[config.mk]
export PLATFORM = sky130hd
export DESIGN_NAME = adc_hist_analyzer
export DESIGN_NICKNAME = d
export VERILOG_FILES = /design/src/rtl/adc_hist_pkg.sv /design/src/rtl/adc_hist_bins.sv /design/src/rtl/adc_hist_div.sv /design/src/rtl/adc_hist_analyzer.sv
export SDC_FILE = /design/constraint.sdc
export NUM_CORES = 1
export LEC_CHECK = 0
export BUFFER_PORTS_ARGS = -buffer_cell sky130_fd_sc_hd__buf_4
export CORE_MARGIN = 2
export CORE_UTILIZATION = 40
export DETAILED_ROUTE_END_ITERATION = 6
export RECOVER_POWER = 25
export SLEW_MARGIN = 20
export SYNTH_ARGS = -nofsm -noshare
export SYNTH_HDL_FRONTEND = slang
export SYNTH_SLANG_ARGS = --single-unit
[constraint.sdc]
create_clock -name clk -period 4.6 [get_ports clk]
set_input_delay 1.38 -clock clk [delete_from_list [all_inputs] [get_ports clk]]
set_output_delay 1.38 -clock clk [all_outputs]
set_load 0.02 [all_outputs]
[src/rtl/adc_hist_pkg.sv]
package adc_hist_pkg;

    typedef enum logic [2:0] {
        S_IDLE,
        S_SUM,
        S_CHK,
        S_DIV,
        S_WAIT,
        S_OUT,
        S_DONE
    } ana_state_t;

endpackage

[src/rtl/adc_hist_bins.sv]
module adc_hist_bins #(
    parameter int CODE_W = 3,
    parameter int CNT_W  = 16
) (
    input  logic              clk,
    input  logic              rst_n,
    input  logic              clr,
    input  logic              inc_en,
    input  logic [CODE_W-1:0] inc_idx,
    input  logic [CODE_W-1:0] rd_idx,
    output logic [CNT_W-1:0]  rd_cnt,
    output logic              sat_hit
);
    localparam int BINS = 1 << CODE_W;

    logic [CNT_W-1:0] cnt_q [BINS];

    for (genvar g = 0; g < BINS; g++) begin : g_bin
        logic hit;
        assign hit = inc_en && (inc_idx == CODE_W'(g));

        always_ff @(posedge clk or negedge rst_n) begin
            if (!rst_n) begin
                cnt_q[g] <= '0;
            end else if (clr) begin
                cnt_q[g] <= '0;
            end else if (hit && (cnt_q[g] != '1)) begin
                cnt_q[g] <= cnt_q[g] + 1'b1;
            end
        end


        bin_mono_chk: assert property (@(posedge clk) disable iff (!rst_n)
            !clr |=> cnt_q[g] >= $past(cnt_q[g]));

        bin_sat_hold_chk: assert property (@(posedge clk) disable iff (!rst_n)
            (cnt_q[g] == '1 && !clr) |=> cnt_q[g] == '1);
    end

    assign rd_cnt  = cnt_q[rd_idx];
    assign sat_hit = inc_en && (cnt_q[inc_idx] == '1);

endmodule

[src/rtl/adc_hist_div.sv]
module adc_hist_div #(
    parameter int NUM_W = 19,
    parameter int DEN_W = 11
) (
    input  logic             clk,
    input  logic             rst_n,
    input  logic             go,
    input  logic [NUM_W-1:0] num,
    input  logic [DEN_W-1:0] den,
    output logic             fin,
    output logic [NUM_W-1:0] quo
);
    localparam int STEP_W = $clog2(NUM_W + 1);

    logic [DEN_W-1:0]  rem_q;
    logic [NUM_W-1:0]  quo_q;
    logic [STEP_W-1:0] step_q;
    logic              run_q;
    logic              fin_q;
    logic [DEN_W:0]    trial;

    assign trial = {rem_q, quo_q[NUM_W-1]};

    always_ff @(posedge clk or negedge rst_n) begin
        if (!rst_n) begin
            rem_q  <= '0;
            quo_q  <= '0;
            step_q <= '0;
            run_q  <= 1'b0;
            fin_q  <= 1'b0;
        end else if (go) begin
            rem_q  <= '0;
            quo_q  <= num;
            step_q <= STEP_W'(NUM_W);
            run_q  <= 1'b1;
            fin_q  <= 1'b0;
        end else if (run_q) begin
            if (trial >= {1'b0, den}) begin
                rem_q <= DEN_W'(trial - {1'b0, den});
                quo_q <= {quo_q[NUM_W-2:0], 1'b1};
            end else begin
                rem_q <= trial[DEN_W-1:0];
                quo_q <= {quo_q[NUM_W-2:0], 1'b0};
            end
            step_q <= step_q - 1'b1;
            if (step_q == STEP_W'(1)) begin
                run_q <= 1'b0;
                fin_q <= 1'b1;
            end
        end else begin
            fin_q <= 1'b0;
        end
    end

    assign fin = fin_q;
    assign quo = quo_q;


    div_fin_single_chk: assert property (@(posedge clk) disable iff (!rst_n)
        fin_q |=> !fin_q);

endmodule

[src/rtl/adc_hist_analyzer.sv]
module adc_hist_analyzer
    import adc_hist_pkg::*;
#(
    parameter int CODE_W = 3,
    parameter int CNT_W  = 16,
    parameter int FRAC_W = 8,
    parameter int OUT_W  = 2 * CODE_W + FRAC_W + 2
) (
    input  logic                    clk,
    input  logic                    rst_n,
    input  logic                    smp_valid,
    input  logic [CODE_W-1:0]       smp_code,
    input  logic                    clr,
    input  logic                    start,
    input  logic                    res_ready,
    output logic                    res_valid,
    output logic [CODE_W-1:0]       res_code,
    output logic [CNT_W-1:0]        res_count,
    output logic signed [OUT_W-1:0] res_dnl,
    output logic signed [OUT_W-1:0] res_inl,
    output logic                    res_missing,
    output logic                    done,
    output logic                    busy,
    output logic                    overflow,
    output logic                    zero_err
);
    localparam int INNER  = (1 << CODE_W) - 2;
    localparam int SUM_W  = CNT_W + CODE_W;
    localparam int DIVD_W = CNT_W + CODE_W + FRAC_W;
    localparam logic [CODE_W-1:0] FIRST = CODE_W'(1);
    localparam logic [CODE_W-1:0] LAST  = CODE_W'(INNER);
    localparam logic [OUT_W-1:0]  ONE_V = OUT_W'(1) << FRAC_W;
    localparam logic [OUT_W-1:0]  NEG1  = ~ONE_V + OUT_W'(1);

    ana_state_t state_q, state_d;

    logic [CODE_W-1:0] idx_q;
    logic [SUM_W-1:0]  sum_q;
    logic [OUT_W-1:0]  dnl_q;
    logic [OUT_W-1:0]  inl_q;
    logic              zero_q;
    logic              ovf_q;

    logic              idle;
    logic              bin_clr;
    logic              inc_en;
    logic              sat_hit;
    logic [CNT_W-1:0]  rd_cnt;
    logic              div_go;
    logic              div_fin;
    logic [DIVD_W-1:0] div_num;
    logic [DIVD_W-1:0] div_quo;
    logic              xfer;

    assign idle    = (state_q == S_IDLE);
    assign bin_clr = idle && clr;
    assign inc_en  = idle && !clr && smp_valid;
    assign xfer    = (state_q == S_OUT) && res_ready;
    assign div_num = (DIVD_W'(rd_cnt) * DIVD_W'(INNER)) << FRAC_W;

    adc_hist_bins #(
        .CODE_W(CODE_W),
        .CNT_W (CNT_W)
    ) bins_i (
        .clk    (clk),
        .rst_n  (rst_n),
        .clr    (bin_clr),
        .inc_en (inc_en),
        .inc_idx(smp_code),
        .rd_idx (idx_q),
        .rd_cnt (rd_cnt),
        .sat_hit(sat_hit)
    );

    adc_hist_div #(
        .NUM_W(DIVD_W),
        .DEN_W(SUM_W)
    ) div_i (
        .clk  (clk),
        .rst_n(rst_n),
        .go   (div_go),
        .num  (div_num),
        .den  (sum_q),
        .fin  (div_fin),
        .quo  (div_quo)
    );

    // State register
    always_ff @(posedge clk or negedge rst_n) begin
        if (!rst_n) begin
            state_q <= S_IDLE;
        end else begin
            state_q <= state_d;
        end
    end

    // Next-state logic
    always_comb begin
        state_d = state_q;
        unique case (state_q)
            S_IDLE: if (start && !clr) state_d = S_SUM;
            S_SUM:  if (idx_q == LAST) state_d = S_CHK;
            S_CHK:  state_d = (sum_q == '0) ? S_OUT : S_DIV;
            S_DIV:  state_d = S_WAIT;
            S_WAIT: if (div_fin) state_d = S_OUT;
            S_OUT: begin
                if (res_ready) begin
                    if (idx_q == LAST) state_d = S_DONE;
                    else if (zero_q)   state_d = S_OUT;
                    else               state_d = S_DIV;
                end
            end
            S_DONE: state_d = S_IDLE;
            default: state_d = S_IDLE;
        endcase
    end

    // Datapath registers
    always_ff @(posedge clk or negedge rst_n) begin
        if (!rst_n) begin
            idx_q  <= '0;
            sum_q  <= '0;
            dnl_q  <= '0;
            inl_q  <= '0;
            zero_q <= 1'b0;
            ovf_q  <= 1'b0;
        end else begin
            if (bin_clr) begin
                ovf_q <= 1'b0;
            end else if (sat_hit) begin
                ovf_q <= 1'b1;
            end
            unique case (state_q)
                S_IDLE: begin
                    if (start && !clr) begin
                        idx_q  <= FIRST;
                        sum_q  <= '0;
                        inl_q  <= '0;
                        zero_q <= 1'b0;
                    end
                end
                S_SUM: begin
                    sum_q <= sum_q + SUM_W'(rd_cnt);
                    idx_q <= (idx_q == LAST) ? FIRST : idx_q + 1'b1;
                end
                S_CHK: begin
                    if (sum_q == '0) begin
                        zero_q <= 1'b1;
                        dnl_q  <= '0;
                    end
                end
                S_DIV: ;
                S_WAIT: begin
                    if (div_fin) begin
                        dnl_q <= OUT_W'(div_quo) - ONE_V;
                    end
                end
                S_OUT: begin
                    if (res_ready) begin
                        inl_q <= inl_q + dnl_q;
                        if (idx_q != LAST) idx_q <= idx_q + 1'b1;
                    end
                end
                S_DONE: ;
                default: ;
            endcase
        end
    end

    // Outputs
    always_comb begin
        res_valid = 1'b0;
        done      = 1'b0;
        div_go    = 1'b0;
        unique case (state_q)
            S_IDLE, S_SUM, S_CHK, S_WAIT: ;
            S_DIV:  div_go    = 1'b1;
            S_OUT:  res_valid = 1'b1;
            S_DONE: done      = 1'b1;
            default: ;
        endcase
    end

    assign busy        = !idle;
    assign res_code    = idx_q;
    assign res_count   = rd_cnt;
    assign res_dnl     = dnl_q;
    assign res_inl     = inl_q;
    assign res_missing = (rd_cnt == '0);
    assign overflow    = ovf_q;
    assign zero_err    = zero_q;


    hold_chk: assert property (@(posedge clk) disable iff (!rst_n)
        (res_valid && !res_ready) |=> (res_valid && $stable(res_code)
            && $stable(res_dnl) && $stable(res_inl) && $stable(res_count)));

    done_pulse_chk: assert property (@(posedge clk) disable iff (!rst_n)
        done |=> !done);

    done_after_last_chk: assert property (@(posedge clk) disable iff (!rst_n)
        $rose(done) |-> $past(xfer && res_code == LAST));

    missing_dnl_chk: assert property (@(posedge clk) disable iff (!rst_n)
        (res_valid && res_missing && !zero_err) |-> res_dnl == NEG1);

    zero_sum_chk: assert property (@(posedge clk) disable iff (!rst_n)
        (res_valid && zero_err) |-> (res_dnl == '0 && res_inl == '0));

    first_inl_chk: assert property (@(posedge clk) disable iff (!rst_n)
        (res_valid && res_code == FIRST) |-> res_inl == '0);

    code_range_chk: assert property (@(posedge clk) disable iff (!rst_n)
        res_valid |-> (res_code >= FIRST && res_code <= LAST));

    ovf_sticky_chk: assert property (@(posedge clk) disable iff (!rst_n)
        (overflow && !bin_clr) |=> overflow);

endmodule

# Yosys cells after proc, flatten, opt, wreduce, memory -nomap -nowiden
# Cells that the tools add are included.
dict set report totals {
  register_bits 240
  out_inout_bits 57
  elab_cells 184
}
dict set report classes {
  add_sub_neg 14
  multipliers 1
  order_cmp 3
  n_eq_ne 32
  n_mux 64
  bitwise_logic 2
  reduce_logical 48
}
# op count
set op_table {}
lappend op_table {{16-bit two-way mux} 24}
lappend op_table {{16-bit by 1-bit adder with 16-bit output (second input constant)} 8}
lappend op_table {{16-bit != test (second input constant)} 8}
lappend op_table {{16-bit binary-select mux with 3-bit select} 2}
lappend op_table {{19-bit two-way mux} 4}
lappend op_table {{16-bit one-hot mux with 2 select lines} 2}
lappend op_table {{27-bit two-way mux} 2}
lappend op_table {{19-bit one-hot mux with 2 select lines} 1}
lappend op_table {{3-bit two-way mux} 10}
lappend op_table {{2-bit nonzero test} 14}
lappend op_table {{3-bit equality test (second input constant)} 8}
lappend op_table {{1-bit logical AND} 21}
lappend op_table {{20-bit by 19-bit greater-or-equal comparator with 1-bit output} 1}
lappend op_table {{19-bit by 16-bit adder with 19-bit output} 1}
lappend op_table {{19-bit zero test} 1}
lappend op_table {{19-bit subtractor} 1}
lappend op_table {{16-bit by 2-bit multiplier with 18-bit output (second input constant)} 1}
lappend op_table {{3-bit one-hot mux with 6 select lines} 1}
lappend op_table {{16-bit adder} 1}
lappend op_table {{16-bit equality test (second input constant)} 1}
lappend op_table {{16-bit zero test} 1}
lappend op_table {{16-bit by 9-bit subtractor with 16-bit output (second input constant)} 1}
lappend op_table {{1-bit two-way mux} 14}
lappend op_table {{3-bit by 2-bit equality test with 1-bit output (second input constant)} 4}
lappend op_table {{other kinds (18)} 32}

# Logic depth before layout (Yosys ltp)
# Gate-level depths: netlist (run 1).
dict set report depth {
  depth_word 8
  depth_mapped 15
}

# Cells and area by module
# A second synthesis (run 1) with hierarchy kept.
dict set report unflattened {
  cells_unflattened 1884
  hier_area_um2 16941.2
}
# module n_inst cells_each area_per_inst_um2 seq_area_each_um2
set by_module_without_submodules {}
lappend by_module_without_submodules {adc_hist_bins 1 864 8328.0 3203.1}
lappend by_module_without_submodules {adc_hist_analyzer 1 583 4872.2 1476.4}
lappend by_module_without_submodules {adc_hist_div 1 437 3741.1 1326.3}

# Least setup slack after synthesis (run 1)
# Ideal clock, no wire load.
dict set report synth_timing {
  kind {reg-to-reg}
  startpoint {reg idx_q[0], in the netlist res_code[0]}
  endpoint {reg div_i.quo_q[22], in the netlist div_i.quo[22]}
  setup_time_ns 0.137
  arrival_time_ns 4.321
  required_ns 4.463
  slack_ns 0.142
  path_stages_with_launch 16
  path_buffers 2
  synth_period_minus_slack_ns 4.458
  path_cell_list {dfrtp_1 -> clkbuf_1 -> buf_1 -> mux4_2 -> mux2i_1 -> inv_1 -> ha_1 -> fa_1 -> a21o_1 -> a21oi_1 -> o21ai_0 -> a21oi_1 -> o21ai_0 -> o41ai_1 -> xor2_1 -> a21oi_1}
}
dict set report synth_via {
  elab_chain_len 6
}
# item line_no
set synth_lines {}
lappend synth_lines {{from (decl)} adc_hist_analyzer.sv:37} ;# logic [CODE_W-1:0] idx_q;
lappend synth_lines {{from (signal assigned)} adc_hist_analyzer.sv:144} ;# idx_q <= (idx_q == LAST) ? FIRST : idx_q + 1'b1;
lappend synth_lines {{from (signal assigned)} adc_hist_analyzer.sv:161} ;# if (idx_q != LAST) idx_q <= idx_q + 1'b1;
lappend synth_lines {{3-bit inverter with 4-bit output (not written as such)} adc_hist_bins.sv:40} ;# assign rd_cnt = cnt_q[rd_idx];
lappend synth_lines {{16-bit binary-select mux with 3-bit select} adc_hist_bins.sv:40}
lappend synth_lines {{16-bit two-way mux (not written as such) (2 in a row)} adc_hist_bins.sv:40}
lappend synth_lines {{named net res_count[1]} adc_hist_analyzer.sv:18} ;# output logic [CNT_W-1:0] res_count,
lappend synth_lines {{16-bit by 2-bit multiplier with 18-bit output} adc_hist_analyzer.sv:59} ;# assign div_num = (DIVD_W'(rd_cnt) * DIVD_W'(INNER)) << FRAC_W;
lappend synth_lines {{27-bit two-way mux} adc_hist_div.sv:31} ;# end else if (go) begin
lappend synth_lines {{to (signal assigned)} adc_hist_div.sv:33} ;# quo_q <= num;
lappend synth_lines {{to (signal assigned)} adc_hist_div.sv:40} ;# quo_q <= {quo_q[NUM_W-2:0], 1'b1};
lappend synth_lines {{to (signal assigned)} adc_hist_div.sv:43} ;# quo_q <= {quo_q[NUM_W-2:0], 1'b0};
lappend synth_lines {{to (decl)} adc_hist_div.sv:16} ;# logic [NUM_W-1:0] quo_q;
# The timed path passes the listed nets, and every way through them passes these cells. The select of a mux whose other input is x is not followed.
# A chain may end at the register's enable or synchronous reset.

# Final worst setup path (run 1)
dict set report layout_timing {
  startpoint {reg idx_q[1], in the netlist res_code[1]}
  endpoint {out res_missing}
}
dict set report layout_via {
  elab_chain_len 5
}
# item line_no
set layout_lines {}
lappend layout_lines {{3-bit inverter with 4-bit output (not written as such)} adc_hist_bins.sv:40}
lappend layout_lines {{16-bit binary-select mux with 3-bit select} adc_hist_bins.sv:40}
lappend layout_lines {{16-bit two-way mux (not written as such) (2 in a row)} adc_hist_bins.sv:40}
lappend layout_lines {{16-bit zero test} adc_hist_analyzer.sv:189} ;# assign res_missing = (rd_cnt == '0);
lappend layout_lines {{to (decl)} adc_hist_analyzer.sv:21} ;# output logic res_missing,
# No other way between the ends. The select of a mux whose other input is x is not followed.

==> impl_results.md, run 1 <==
- Clock root buffer: clkbuf_16
- Fin. Hold Viols: 0
- Core area: 38700 um^2
- Setup slack, reg-to-reg: 0.59 ns
- End of the critical path: res_missing
- Max Freq: 228 MHz
- Setup bufs post-CTS: 0
- Layout Nets: 1833
- Slew Limit Fails: 98
- Register area share after synthesis: 38.2%
- Ant. Diodes: 0
- Vias per inst: 5.62
- M1 GR Usage: 28.6%
- Routed len/inst: 18.8 um
- Clock power frac: 26.4%
- Critical Path RT: 3.22 ns
- Period utilisation layout: 95.4%
- Row count: 72
- Worst-path fanout max: 25
- Overall Power: 8.86 mW
- Router iterations before antenna repair: 5
- Max Cap Violations: 1
- Yosys reg bits: 240
- Reg2reg path depth: 13
- Start point of the worst min-delay path: res_inl[15]$_DFFE_PN0P_
- Inst Count DP: 2219
- Reg2reg end: div_i.quo[22]$_DFFE_PN0P_
- VDD IR max: 0.296 mV
- YS warnings: 0
- Crit. End Element: primary output
- Failing checks: max-capacitance violations, max-slew violations
- Total grt overflow: 0
- P_leak: 8.18 nW
- Iter 0 DRT Violations: 811
- Resized Gates After CTS: 0
- H-tree depth: 1
- Number of port buffers: 65
- Arrival time worst endpoint: 3.01 ns
- Clk sinks: 240
- First-pass GRT wire length: 69900 um
- Grt met3 use: 2.72%
- Switching share of power: 38.7%
- Hold Buf Count CTS: 0
- Worst slack at placement: 0.656 ns
- DR vias: 12800
- Synth cell types: 82
- Total GRT Usage: 21.1%
- Comb pwr share: 40.6%
- Die ar.: 40900 um^2
- GPL Wtd Cong: 0.898
- DP Area: 16800 um^2
- CTS Buf Count: 29
- Clock buffer depth: 3
- Die Y: 202 um
- Crit Path Category: register to primary output
- Flop pwr share: 33.1%
- Largest net degree at the start of global routing: 99
- RSZ-0062 raised after global routing: no
- Detail Placement HPWL: 31900 um
- Share of layout cells above drive strength 1: 11.0%
- Number of global-route vias before repair: 12600
- Post-Syn Instances: 1682
- Tightest Pin Transition: 2.63 ns
- Mean Syn Cell Area: 9.35 um^2
- Die W: 202 um
- Drt drc: 0
- Asr flop ratio synth: 100%
- Most used routing layer: met2
- Tmin final: 4.39 ns
- Status: finished with violations
- Routed wire length: 42700 um
- Design area: 17700 um^2
- Fill cell count: 3713
- Crit path launch: res_code[1]$_DFFE_PN0P_
- Worst skew pair latency: 0.56 ns
- Net switching power: 3.43 mW
- PnR worst setup slack: 0.210 ns
- Setup crit start kind: register
- Synth Cell Area: 15700 um^2
- Finished Layout Cells: 2269
- Post-DRT Antenna Nets: 0
- Main synth FF type: dfrtp_1
- Most frequent cells in the layout: dfrtp_1 (238), nor2_1 (206), nand2_1 (157)
- Total Neg Setup Slack: 0 ns
- Relative slew slack: -75.3%
- GRT met2 Usage: 35.2%
- Internal power: 5.43 mW
- Syn_nets: 1783
- Clock Pin Slew Worst Setup and Hold Paths: 0.06 ns
- Final setup vio count: 0
- Ports: 66
- Origin of the critical flop-to-flop path: res_code[1]$_DFFE_PN0P_
- Worst clock skew: 0.0153 ns
- EDFF count, synth: 0
- Pwr per Cell Area: 501 nW/um^2
- Commonest non-fill, non-tap cell in the layout: dfrtp_1
- TritonCTS clock tree: done
- Initial antenna violation count: 0
- HP Class: register to register
- Syn-to-layout area delta: 12.6%
- Initial core utilization: 40.6%
==> state kept, by name, summed over array words and instances (netlist names), 3 cells and up <==
| register | flops |
|---|---|
| bins_i.cnt_q | 128 |
| sum_q | 19 |
| state_q | 3 |
| res_dnl | 16 |
| res_inl | 16 |
| div_i.step_q | 5 |
| res_code | 3 |
| div_i.quo | 27 |
| div_i.rem_q | 19 |
==> cells by family after synthesis <==
group | after synthesis | share of synthesized area (%)
AOI/OAI and AO/OA | 327 | 13.5
xor gates and xnor gates | 167 | 9.30
adders and majority gates | 92 | 7.51
buffers and inverters | 132 | 3.36
DFF | 240 | 38.2
muxes | 97 | 8.75
and+or+nand+nor | 627 | 19.4
==> synthesized netlist by cell type (9+ instances only) <==
cell,count,area [um^2]
and4_1,14,123
nand2_1,157,589
a31oi_1,9,56.3
and3_1,20,125
xor2_1,109,955
a211oi_1,13,97.6
o21a_1,11,82.6
nor4_1,12,75.1
or3_1,11,68.8
xnor2_1,58,508
nand4_1,62,388
clkbuf_1,46,173
inv_1,67,251
mux4_2,32,721
mux2i_1,61,611
nand3_1,59,295
a21o_1,19,143
dfrtp_1,240,6010
a21oi_1,82,410
nand2b_1,15,93.8
nor2b_1,12,75.1
ha_1,88,1100
o21ai_0,102,510
nor2_1,206,773
nor3_1,24,120
buf_1,15,56.3
o31ai_1,15,113
a22o_1,15,131
==> how the worst min path moves through the flow <==
stage	endpoint	slack (ns)	depth (start not counted)
floorplan	div_i.fin$_DFFE_PN0P_	0.47	2
global placement	res_inl[15]$_DFFE_PN0P_	0.47	1
detailed placement	res_inl[15]$_DFFE_PN0P_	0.47	1
CTS	res_inl[15]$_DFFE_PN0P_	0.49	1
global route	res_inl[15]$_DFFE_PN0P_	0.51	1
finish	res_inl[15]$_DFFE_PN0P_	0.48	1
==> power by group through the flow <==
stage	logic [mW]	clock network, mW	registers [mW]
floorplan	2.90	0	2.76
global placement	3.55	0	2.95
detailed placement	3.60	0	2.96
CTS	3.62	2.39	2.93
global route	4.06	2.48	2.99
finish	3.60	2.34	2.93
==> layout make-up <==
type | instances | area (um^2) | area share, %
repair buffers | 84 | 636 | 3.59
multi-input cells | 1310 | 9200 | 52.0
clock buffers | 38 | 790 | 4.46
well taps | 518 | 648 | 3.66
flip-flops and latches | 240 | 6010 | 34.0
clock inverters | 12 | 166 | 0.940
inverters | 67 | 251 | 1.42
==> per-layer routing <==
metal / vias up / routed length [um]
met4: 0 / 1490
li1: 6139 / -
met1: 6251 / 19200
met5: - / 0
met2: 284 / 20200
met3: 76 / 1780
==> per-stage QoR <==
stage	hold slack, ns	utilization, %
floorplan	0.466	-
global placement	0.470	43.3
detailed placement	0.473	43.3
CTS	0.486	45.7
global route	0.509	45.7
finish	0.484	45.7
==> worst max-delay path, cell delays in order (launching register included) <==
cell	delay [ns]
dfrtp_1	0.62
buf_4	0.39
mux4_2	0.34
mux2i_1	0.31
ha_1	0.21
nand4_1	0.09
nor2_1	0.27
buf_4	0.21
No activity file was read; power rests on OpenSTA's default activity.
==> run 2, diff against run 1 <==
--- a/config.mk
+++ b/config.mk
@@ -5,6 +5,8 @@
 export SDC_FILE = /design/constraint.sdc
 export NUM_CORES = 1
 export LEC_CHECK = 0
+export ABC_AREA = 1
+export ABC_CLOCK_PERIOD_IN_PS = 4600
 export BUFFER_PORTS_ARGS = -buffer_cell sky130_fd_sc_hd__buf_4
 export CORE_MARGIN = 2
 export CORE_UTILIZATION = 40
==> run 2 against run 1 <==
Effect of this change: the flow still finishes with violations (max-capacitance violations, max-slew violations); global-route usage up 4.4 points; utilization fell by 0.28 points; count of clock-buffer cells in the layout stayed put; flip-flop and latch count unchanged; largest cell class unchanged; highest routed layer unchanged.
==> impl_results.md, run 2 <==
- Status: finished with violations
- Failing checks: max-capacitance violations, max-slew violations
- Crit. End Element: primary output
- Kind of cell adding the most delay to the critical path: compound AO/OA/AOI/OAI gates
- Net switching power: 7.17 mW (+110%)
- Tightest Pin Transition: 2.58 ns (-0.0544 ns)
- Tmin final: 4.35 ns (-0.0374 ns)
- Final core occ: 45.4% (-0.28 points)
- Initial antenna violation count: 0 (unchanged)
- Total grt overflow: 0 (unchanged)
- Number of port buffers: 65 (unchanged)
- GPL Wtd Cong: 1.01 (+13%)
- CP max stage delay: 0.46 ns (-0.16 ns)
- Most area-consuming cells after synthesis: dfrtp_1 (32%), nand2_1 (16%), o21ai_0 (7.0%)
- Worst clock skew: 0.0200 ns (+0.00468 ns)
- Inst Count DP: 3349 (+51%)
- Worst-path fanout max: 32 (+28%)
- Synth Cell Area: 18500 um^2 (+18%)
- Period utilisation layout: 94.6% (-0.81 points)
- Fin. Hold Viols: 0 (unchanged)
- Yosys reg bits: 240 (unchanged)
- Most flops, register: bins_i.cnt_q
- Asr flop ratio synth: 100% (unchanged)
- Largest register FFs: 128 (unchanged)
- Routed wire length: 61400 um (+44%)
- Core area: 45600 um^2 (+18%)
- Worst slack at placement: 0.849 ns (+0.192 ns)
- Mean Syn Cell Area: 6.75 um^2 (-28%)
- Clock root buffer: clkbuf_16
- Comb pwr share: 59.4% (+19 points)
- Post-DRT Antenna Nets: 0 (unchanged)
- Die W: 219 um (+8.4%)
- Crit path buffers/inverters: 3 (+1)
- First-pass GRT wire length: 97800 um (+40%)
- Syn-to-layout area delta: 11.7%
- Share of layout cells above drive strength 1: 7.66% (-3.4 points)
- Worst-path cell chain: clkinv_1, buf_4, o21ai_0, nand2_1, o21ai_0, ha_1, nand4_1, nor2_1, buf_4
- Hold Buf Count CTS: 0 (unchanged)
- Ant. Diodes: 0 (unchanged)
- Post-Syn Instances: 2744 (+63%)
- Most frequent cells in the layout: nand2_1 (780), inv_1 (303), o21ai_0 (258)
- Die Y: 219 um (+8.4%)
- Clock buffer depth: 3 (unchanged)
- Commonest non-fill, non-tap cell in the layout: nand2_1
- Most frequent cells after synthesis: nand2_1 (780), inv_1 (304), o21ai_0 (258), dfrtp_1 (240), nand3_1 (201)
- DR vias: 18700 (+46%)
- Slew Limit Fails: 93 (-5.1%)
- P_leak: 9.78 nW (+20%)
- Number of global-route vias before repair: 17600 (+40%)
- Final setup vio count: 0 (unchanged)
- Synth cell types: 54 (-34%)
- Switching share of power: 50.6% (+12 points)
- DP Area: 19600 um^2 (+17%)
- Router iterations before antenna repair: 6 (+1)
- Die ar.: 48000 um^2 (+17%)
- Initial core utilization: 40.6% (+0.054 points)
- EDFF count, synth: 0 (unchanged)
- Pwr per Cell Area: 685 nW/um^2 (+37%)
- Clock power frac: 18.2% (-8.2 points)
- Resized Gates After CTS: 0 (unchanged)
- RSZ-0062 raised after global routing: no
- HP Class: register to register
- Clock Pin Slew Worst Setup and Hold Paths: 0.06 ns (about the same)
- Setup bufs post-CTS: 0 (unchanged)
- Top cell type's share of synthesized area: 32.4% (-5.8 points)
- Iter 0 DRT Violations: 2078 (+160%)
- H-tree depth: 1 (unchanged)
- Most frequent cell after synthesis: nand2_1
- Register area share after synthesis: 32.4% (-5.8 points)
- YS warnings: 0 (unchanged)
- Internal power: 7.00 mW (+29%)
- Routed len/inst: 18.0 um (-4.3%)
- VDD IR max: 0.443 mV (+50%)
- Layout Nets: 2884 (+57%)
- Crit Path Category: register to primary output
- Ports: 66 (unchanged)
- Main synth FF type: dfrtp_1
- Syn_nets: 2845 (+60%)
- Setup crit start kind: register
- Total GRT Usage: 25.5% (+4.4 points)
- CTS Buf Count: 31 (+6.9%)
- Crit-path slowest cell: o21ai_0
- Max Cap Violations: 1 (unchanged)
- Largest net degree at the start of global routing: 97 (-2.0%)
- Total Neg Setup Slack: 0 ns (unchanged)
- Critical Path RT: 3.22 ns (about the same)
- TritonCTS clock tree: done
- Row count: 78 (+8.3%)
- Worst skew pair latency: 0.61 ns (+0.05 ns)
- Flop pwr share: 22.5% (-11 points)
- Design area: 20700 um^2 (+17%)
- Relative slew slack: -71.7% (+3.6 points)
- Max Freq: 230 MHz (+0.86%)
- Drt drc: 0 (unchanged)
- Arrival time worst endpoint: 2.97 ns (-0.04 ns)
- Detail Placement HPWL: 46600 um (+46%)
- PnR worst setup slack: 0.247 ns (+0.0374 ns)
- Vias per inst: 5.48 (-2.5%)
- Finished Layout Cells: 3406 (+50%)
- Clk sinks: 240 (unchanged)
- Synth area leader: dfrtp_1
==> run 2: cell types whose count changed in the layout (fill, tap and decap cells not counted), sizes merged, moves of 39 or more <==
| cell | before | now |
|---|---|---|
| nand2 | 157 | 791 |
| inv | 68 | 313 |
| o21ai | 104 | 287 |
| nand3 | 59 | 204 |
| a21oi | 82 | 177 |
| mux2i | 61 | 0 |
| xor2 | 109 | 64 |
| nor3 | 27 | 68 |
| xnor2 | 58 | 19 |
==> run 2: path summary, 6_finish.rpt <==
check	from	endpoint	slack (ns)	cells past startpoint
max in group asynchronous	rst_n	sum_q[5]$_DFFE_PN0P_	1.04	2
hold reg to reg	div_i.quo[8]$_DFFE_PN0P_	res_dnl[8]$_DFFE_PN0P_	0.47	1
setup reg to reg	res_code[2]$_DFFE_PN0P_	sum_q[16]$_DFFE_PN0P_	1.20	18
setup / recovery	res_code[0]$_DFFE_PN0P_	res_missing	0.25	9
hold / removal	div_i.quo[8]$_DFFE_PN0P_	res_dnl[8]$_DFFE_PN0P_	0.47	1
min in group asynchronous	rst_n	res_inl[0]$_DFFE_PN0P_	1.57	1
==> run 2: area by class of cell <==
type | count | area, um^2
Fill cell | 4600 | 24900
Clock buffer | 38 | 842
Timing Repair Buffer | 104 | 820
Tap cell | 600 | 751
Sequential cell | 240 | 6010
Clock inverter | 18 | 223
Multi-Input combinational cell | 2090 | 10900
Inverter | 316 | 1190
==> run 2: kinds of logic (layout without fill, tap and decap cells) <==
logic type      count (synthesis)  in the layout  share of synthesized area, %
xor+xnor                       83             83                          3.92
compound gates                568            568                          16.9
buf+inv                       414            476                          8.98
simple gates                 1347           1347                          31.4
flops                         240            240                          32.4
fa+ha+maj                      92             92                          6.38
==> run 2: per-stage QoR <==
step | hold slack (ns) | power (mW)
6_report | 0.465 | 14.2
5_1_grt | 0.489 | 15.3
4_1_cts | 0.477 | 14.1
3_5_place_dp | 0.467 | 11.5
3_3_place_gp | 0.455 | 11.4
2_1_floorplan | 0.433 | 8.87
==> run 2: metal layers <==
layer | track usage (%) | wire (um) | part of all wire [%]
met2 | 41.8 | 28200 | 46
met1 | 34.0 | 26900 | 44
met4 | 9.59 | 2450 | 4.0
met5 | 0 | 0 | 0
met3 | 3.94 | 3850 | 6.3
==> run 2: power by group through the flow <==
stage	sequential, mW	clock [mW]	combinational [mW]
2_1_floorplan	3.07	0	5.80
3_3_place_gp	3.20	0	8.21
3_5_place_dp	3.20	0	8.29
4_1_cts	3.17	2.62	8.33
5_1_grt	3.24	2.72	9.37
6_report	3.18	2.58	8.41
